===== src/rtl/lcd_tg_pkg.sv =====
package lcd_tg_pkg;

    // Internal sync flags, active high; the top inverts the syncs.
    typedef struct packed {
        logic hs;
        logic vs;
        logic de;
        logic fs;
    } lcd_sync_t;

    // Extra clocks before the first data beat, covering the external packer.
    function automatic int pipe_fix(input int cpp);
        case (cpp)
            2:       return 3;
            3:       return 5;
            default: return 0;
        endcase
    endfunction

    function automatic int beat_w(input int cpp);
        return (cpp > 1) ? $clog2(cpp) : 1;
    endfunction

endpackage


===== src/rtl/lcd_tg_hcount.sv =====
module lcd_tg_hcount #(
    parameter int TOTAL = 336,
    parameter int HW    = $clog2(TOTAL)
) (
    input  logic          clk,
    input  logic          rst,
    input  logic          run,
    output logic [HW-1:0] h,
    output logic          eol
);
    localparam logic [HW-1:0] LAST = HW'(TOTAL - 1);

    assign eol = run && (h == LAST);

    always_ff @(posedge clk) begin
        if (rst || !run) begin
            h <= '0;
        end else if (h == LAST) begin
            h <= '0;
        end else begin
            h <= h + 1'b1;
        end
    end

    AST_H_RANGE:   assert property (@(posedge clk) disable iff (rst) h <= LAST);
    AST_H_ADVANCE: assert property (@(posedge clk) disable iff (rst)
                       (run && h != LAST) |=> (h == $past(h) + HW'(1)));
    AST_H_WRAP:    assert property (@(posedge clk) disable iff (rst)
                       (run && h == LAST) |=> (h == '0));
endmodule


===== src/rtl/lcd_tg_vcount.sv =====
module lcd_tg_vcount #(
    parameter int LINES = 244,
    parameter int VW    = $clog2(LINES)
) (
    input  logic          clk,
    input  logic          rst,
    input  logic          run,
    input  logic          step,
    output logic [VW-1:0] v
);
    localparam logic [VW-1:0] LAST = VW'(LINES - 1);

    always_ff @(posedge clk) begin
        if (rst || !run) begin
            v <= '0;
        end else if (step) begin
            v <= (v == LAST) ? '0 : v + 1'b1;
        end
    end

    AST_V_RANGE: assert property (@(posedge clk) disable iff (rst) v <= LAST);
    AST_V_HOLD:  assert property (@(posedge clk) disable iff (rst)
                     (run && !step) |=> (v == $past(v)));
endmodule


===== src/rtl/lcd_tg_decode.sv =====
module lcd_tg_decode
    import lcd_tg_pkg::*;
#(
    parameter int CPP      = 1,
    parameter int ACT_PIX  = 320,
    parameter int HS_PIX   = 2,
    parameter int LEAD_PIX = 7,
    parameter int VS_PIX   = 2,
    parameter int HW       = 9,
    parameter int VW       = 8,
    parameter int PW       = 9,
    parameter int BW       = 1
) (
    input  logic          clk,
    input  logic          rst,
    input  logic          run,
    input  logic [HW-1:0] h,
    input  logic [VW-1:0] v,
    output lcd_sync_t     sync,
    output logic [PW-1:0] pix,
    output logic [BW-1:0] beat,
    output logic [VW-1:0] line
);
    localparam int HST    = LEAD_PIX * CPP + pipe_fix(CPP);
    localparam int HEND   = HST + ACT_PIX * CPP;
    localparam int HS_END = HS_PIX * CPP;
    localparam int VS_END = VS_PIX * CPP;

    lcd_sync_t     nxt;
    logic [HW-1:0] off;
    logic [PW-1:0] pix_n;
    logic [BW-1:0] beat_n;

    assign off = h - HW'(HST);

    always_comb begin
        nxt.hs = ({1'b0, h} < (HW+1)'(HS_END));
        nxt.vs = (v == '0) && ({1'b0, h} < (HW+1)'(VS_END));
        nxt.de = ({1'b0, h} >= (HW+1)'(HST)) && ({1'b0, h} < (HW+1)'(HEND));
        nxt.fs = (v == '0) && (h == '0);
    end

    generate
        if (CPP == 1) begin : g_direct
            assign pix_n  = PW'(off);
            assign beat_n = '0;
        end else begin : g_split
            assign pix_n  = PW'(off / HW'(CPP));
            assign beat_n = BW'(off % HW'(CPP));
        end
    endgenerate

    always_ff @(posedge clk) begin
        if (rst || !run) begin
            sync <= '0;
            pix  <= '0;
            beat <= '0;
            line <= '0;
        end else begin
            sync <= nxt;
            pix  <= nxt.de ? pix_n  : '0;
            beat <= nxt.de ? beat_n : '0;
            line <= v;
        end
    end

    AST_DE_CLEAR_OF_HS:  assert property (@(posedge clk) disable iff (rst) sync.de |-> !sync.hs);
    AST_PIX_RANGE:       assert property (@(posedge clk) disable iff (rst)
                             sync.de |-> ({1'b0, pix} < (PW+1)'(ACT_PIX)));
    AST_VS_INSIDE_HS:    assert property (@(posedge clk) disable iff (rst) sync.vs |-> sync.hs);
    AST_FS_STARTS_VS:    assert property (@(posedge clk) disable iff (rst) sync.fs |-> sync.vs);
    AST_FS_SINGLE:       assert property (@(posedge clk) disable iff (rst) sync.fs |=> !sync.fs);
    AST_IDLE_AFTER_STOP: assert property (@(posedge clk) disable iff (rst)
                             !$past(run) |-> (sync == '0));
endmodule


===== src/rtl/lcd_sync_gen.sv =====
module lcd_sync_gen
    import lcd_tg_pkg::*;
#(
    parameter int CPP         = 1,
    parameter int ACT_PIX     = 320,
    parameter int TOTAL_PIX   = 336,
    parameter int HS_PIX      = 2,
    parameter int LEAD_PIX    = 7,
    parameter int ACT_LINES   = 240,
    parameter int BLANK_LINES = 4,
    parameter int VS_PIX      = 2
) (
    input  logic                                     clk,
    input  logic                                     rst,
    input  logic                                     en,
    output logic                                     hsync_n,
    output logic                                     vsync_n,
    output logic                                     de,
    output logic                                     frame_start,
    output logic [$clog2(ACT_PIX)-1:0]               pix_idx,
    output logic [beat_w(CPP)-1:0]                   beat,
    output logic [$clog2(ACT_LINES+BLANK_LINES)-1:0] line_idx
);
    localparam int LINE_CLKS = TOTAL_PIX * CPP;
    localparam int LINES     = ACT_LINES + BLANK_LINES;
    localparam int HW        = $clog2(LINE_CLKS);
    localparam int VW        = $clog2(LINES);
    localparam int PW        = $clog2(ACT_PIX);
    localparam int BW        = beat_w(CPP);

    logic [HW-1:0] h;
    logic [VW-1:0] v;
    logic          eol;
    lcd_sync_t     sync;

    lcd_tg_hcount #(.TOTAL(LINE_CLKS), .HW(HW)) u_hcnt (
        .clk(clk), .rst(rst), .run(en), .h(h), .eol(eol)
    );

    lcd_tg_vcount #(.LINES(LINES), .VW(VW)) u_vcnt (
        .clk(clk), .rst(rst), .run(en), .step(eol), .v(v)
    );

    lcd_tg_decode #(
        .CPP(CPP), .ACT_PIX(ACT_PIX), .HS_PIX(HS_PIX), .LEAD_PIX(LEAD_PIX),
        .VS_PIX(VS_PIX), .HW(HW), .VW(VW), .PW(PW), .BW(BW)
    ) u_dec (
        .clk(clk), .rst(rst), .run(en), .h(h), .v(v),
        .sync(sync), .pix(pix_idx), .beat(beat), .line(line_idx)
    );

    assign hsync_n     = !sync.hs;
    assign vsync_n     = !sync.vs;
    assign de          = sync.de;
    assign frame_start = sync.fs;
endmodule


===== config.mk =====
export PLATFORM = sky130hd
export DESIGN_NAME = lcd_sync_gen
export DESIGN_NICKNAME = d
export VERILOG_FILES = /design/src/rtl/lcd_tg_pkg.sv /design/src/rtl/lcd_tg_hcount.sv /design/src/rtl/lcd_tg_vcount.sv /design/src/rtl/lcd_tg_decode.sv /design/src/rtl/lcd_sync_gen.sv
export SDC_FILE = /design/constraint.sdc
export NUM_CORES = 1
export LEC_CHECK = 0
export ABC_AREA = 1
export BUFFER_PORTS_ARGS = -buffer_cell sky130_fd_sc_hd__buf_2
export CORE_ASPECT_RATIO = 0.9
export CORE_UTILIZATION = 59
export DETAILED_ROUTE_END_ITERATION = 12
export PLACE_DENSITY = 0.85
export SLEW_MARGIN = 20
export SYNTH_ARGS = -nofsm -noshare
export SYNTH_HDL_FRONTEND = slang
export SYNTH_SLANG_ARGS = --single-unit

===== constraint.sdc =====
create_clock -name clk -period 3.3 [get_ports clk]
set_input_delay 0.33 -clock clk [delete_from_list [all_inputs] [get_ports clk]]
set_output_delay 0.33 -clock clk [all_outputs]
set_load 0.02 [all_outputs]

==> flow_summary.yaml <==
global_routing:
  grt_pass1_wl_um: 5330
  grt_max_degree: 14
  antenna_found_initial: 0
  grtUsageTotal_pct: 23.1
  grt-ovfl-total: 0
  grt_pass1_vias: 1292
worst_setup_path:
  endpoint_kind: "register"
  crit_required_ps: 3550
  worstSetupStartpointType: "register"
  crit_type: "reg -> reg"
  cp.arrival_ps: 1840
  crit_fanout: 12
pwr:
  p_per_area_nw_per_um2: 460
  power.leakage_nw: 1.05
  swShare_pct: 20.4
  internal_power_w: 0.000707
  peakVddDrop_mv: 0.344
  clkPwrFrac_pct: 44.9
  pwr-share-seq_pct: 52.2
  combinationalPowerShare_pct: 2.9
  netSwitchingPower_w: 0.000181
clock_tree:
  numClockSinks: 38
  cts.repair.resized: 0
  clockRootBuffer: "clkbuf_4"
  clock_path_buffers: 2
  cts.hold.buffers_added: 0
  post-cts-setup-buffer-count: 0
  cts_tree: "done"
  htree_levels: 2
  path_clk_slew_ps: 130
  clock_latency_ps: 350
  cts_buffers: 5
run_status:
  status: "finished, final reports clean"
floorplan:
  die_h_um: 52.8
  core_area_um2: 2730
  io_pins: 25
  die_w_um: 58.4
  placementRows: 18
  die_area_um2: 3080
  initial_utilization_pct: 62.0
cells_and_area:
  final_common_cell: "nand2_1"
  regArea_um2: 761
  antenna_cells: 0
  final_nets: 272
  synthToLayoutAreaGrowth_pct: 14.3
  multi_input_area_um2: 748
  stdcell_count: 306
  final_core_util_pct: 70.8
  layout_common_cells: "nand2_1, nor2_1, dfxtp_1"
  fillers: 251
  final_layout_size_suffix_gt1_share_pct: 15.4
synth:
  synth-seq-cells: 38
  avgSynthCellArea_um2: 7.10
  synth_top_area_share_pct: 45.0
  synth_seq_area_share_pct: 45.0
  synth_cells: 238
  yosysUniqueCellTypes: 23
  synth.area.top_cells: "dfxtp_1, nand2_1, nor2_1"
  synth-warning-count: 0
  synth_fp_nets: 245
  yosysTopAreaCell: "dfxtp_1"
  syn_area_um2: 1690
drt:
  routedWlPerCell_um: 10.4
  drc: 0
  viasPerCell: 4.87
  drtIter0Drc: 55
  drt_wl_total_um: 3180
  vias: 1489
  ant_nets: 0
  firstDrtPassIters: 4
sta:
  maxSlewViolCount: 0
  fmax_mhz: 628
  setup_tns_ps: 0
  fin_crit_ps: 1590
  fin_crit_sh_pct: 48.3
  final_hold_viol_count: 0
  setup_viol: 0
  setup_ws_ps: 1710
  hold-worst-slack_ps: 310
  finClkSkew_ps: 13.9
  rsz0062_at_grt: "no"
place:
  dp_cells: 298
  hpwl_um: 2390
  gp_congestion: 0.936
  pre_cts_slack_ps: 1730
  port_buffers: 23
worst_hold_path:
  hold_class: "in -> reg"
run:
  maxCapViolations: 0
## power groups by stage
stage                     combinational (W)  clock (W)  sequential, W
after global placement            0.0000258          0       0.000474
after detailed placement          0.0000260          0       0.000474
after CTS                         0.0000261   0.000403       0.000464
final                             0.0000259   0.000398       0.000464
after global routing              0.0000296   0.000422       0.000464
after floorplan                   0.0000199          0       0.000475
## per-stage QoR
step,area (um2),power [W]
after floorplan,1690,0.000495
after CTS,1930,0.000893
after global routing,1930,0.000915
final,1930,0.000888
after global placement,1820,0.000499
after detailed placement,1820,0.000500
## critical path: stages (launching register included)
cell,delay [ps]
dfxtp_1,430
ha_1,230
nand3_1,180
inv_2,140
nand2_2,80
nand2_2,190
inv_1,120
nand2_1,70
nand2_1,50
## metal layers
metal	vias up	GRT usage [%]	routed length, um
li1	772	-	-
met1	662	28.3	1510
met2	49	39.1	1460
met3	6	5.43	171
met4	0	9.52	35
met5	-	0	0
## path summary, 6_finish.rpt
kind                                   from       endpoint  slack [ps]  depth (start not counted)
worst min-delay path                    rst  u_dec.line[0]         310                          4
worst max-delay path            u_hcnt.h[0]    u_vcnt.v[7]        1710                          8
worst min register to register  u_vcnt.v[1]    u_vcnt.v[1]         500                          2
worst max register to register  u_hcnt.h[0]    u_vcnt.v[7]        1710                          8
## Yosys cell counts
| master | n |
|---|---|
| nand2_1 | 61 |
| a21oi_1 | 4 |
| nor2_4 | 1 |
| o21ai_0 | 2 |
| nand3_1 | 17 |
| conb_1 | 1 |
| clkinv_1 | 1 |
| nand2_2 | 3 |
| nor3_1 | 1 |
| inv_2 | 2 |
| xnor2_1 | 2 |
| dfxtp_1 | 38 |
| nor4_1 | 1 |
| xor2_1 | 5 |
| buf_6 | 2 |
| buf_4 | 1 |
| ha_1 | 4 |
| nand4_1 | 6 |
| and3_1 | 1 |
| nor2_2 | 3 |
| nor2_1 | 44 |
| inv_1 | 37 |
| nand3b_4 | 1 |
## kinds of logic after synthesis
family | synth area share [%]
AO/OA/AOI/OAI | 1.78
XOR/XNOR | 3.63
adder cells (fa/ha/maj) | 2.96
buffers and inverters | 10.7
flip-flops | 45.0
other | 0.222
AND/OR/NAND/NOR | 35.7
## layout make-up
type                       instances  area share [%]
clock inverter                     3            3.56
clock buffer                       5            1.94
timing repair buffer              23            5.96
multi-input combinational        157            38.8
inverter                          40            7.78
tap                               40            2.59
sequential                        38            39.4
## flip-flops by register name, indices dropped and copies added, names as in the netlist
name,flops
u_dec.pix,9
u_hcnt.h,9
u_dec.line,8
u_vcnt.v,8
u_dec.sync,4
Note: power is estimated with default switching activity, not from simulation.
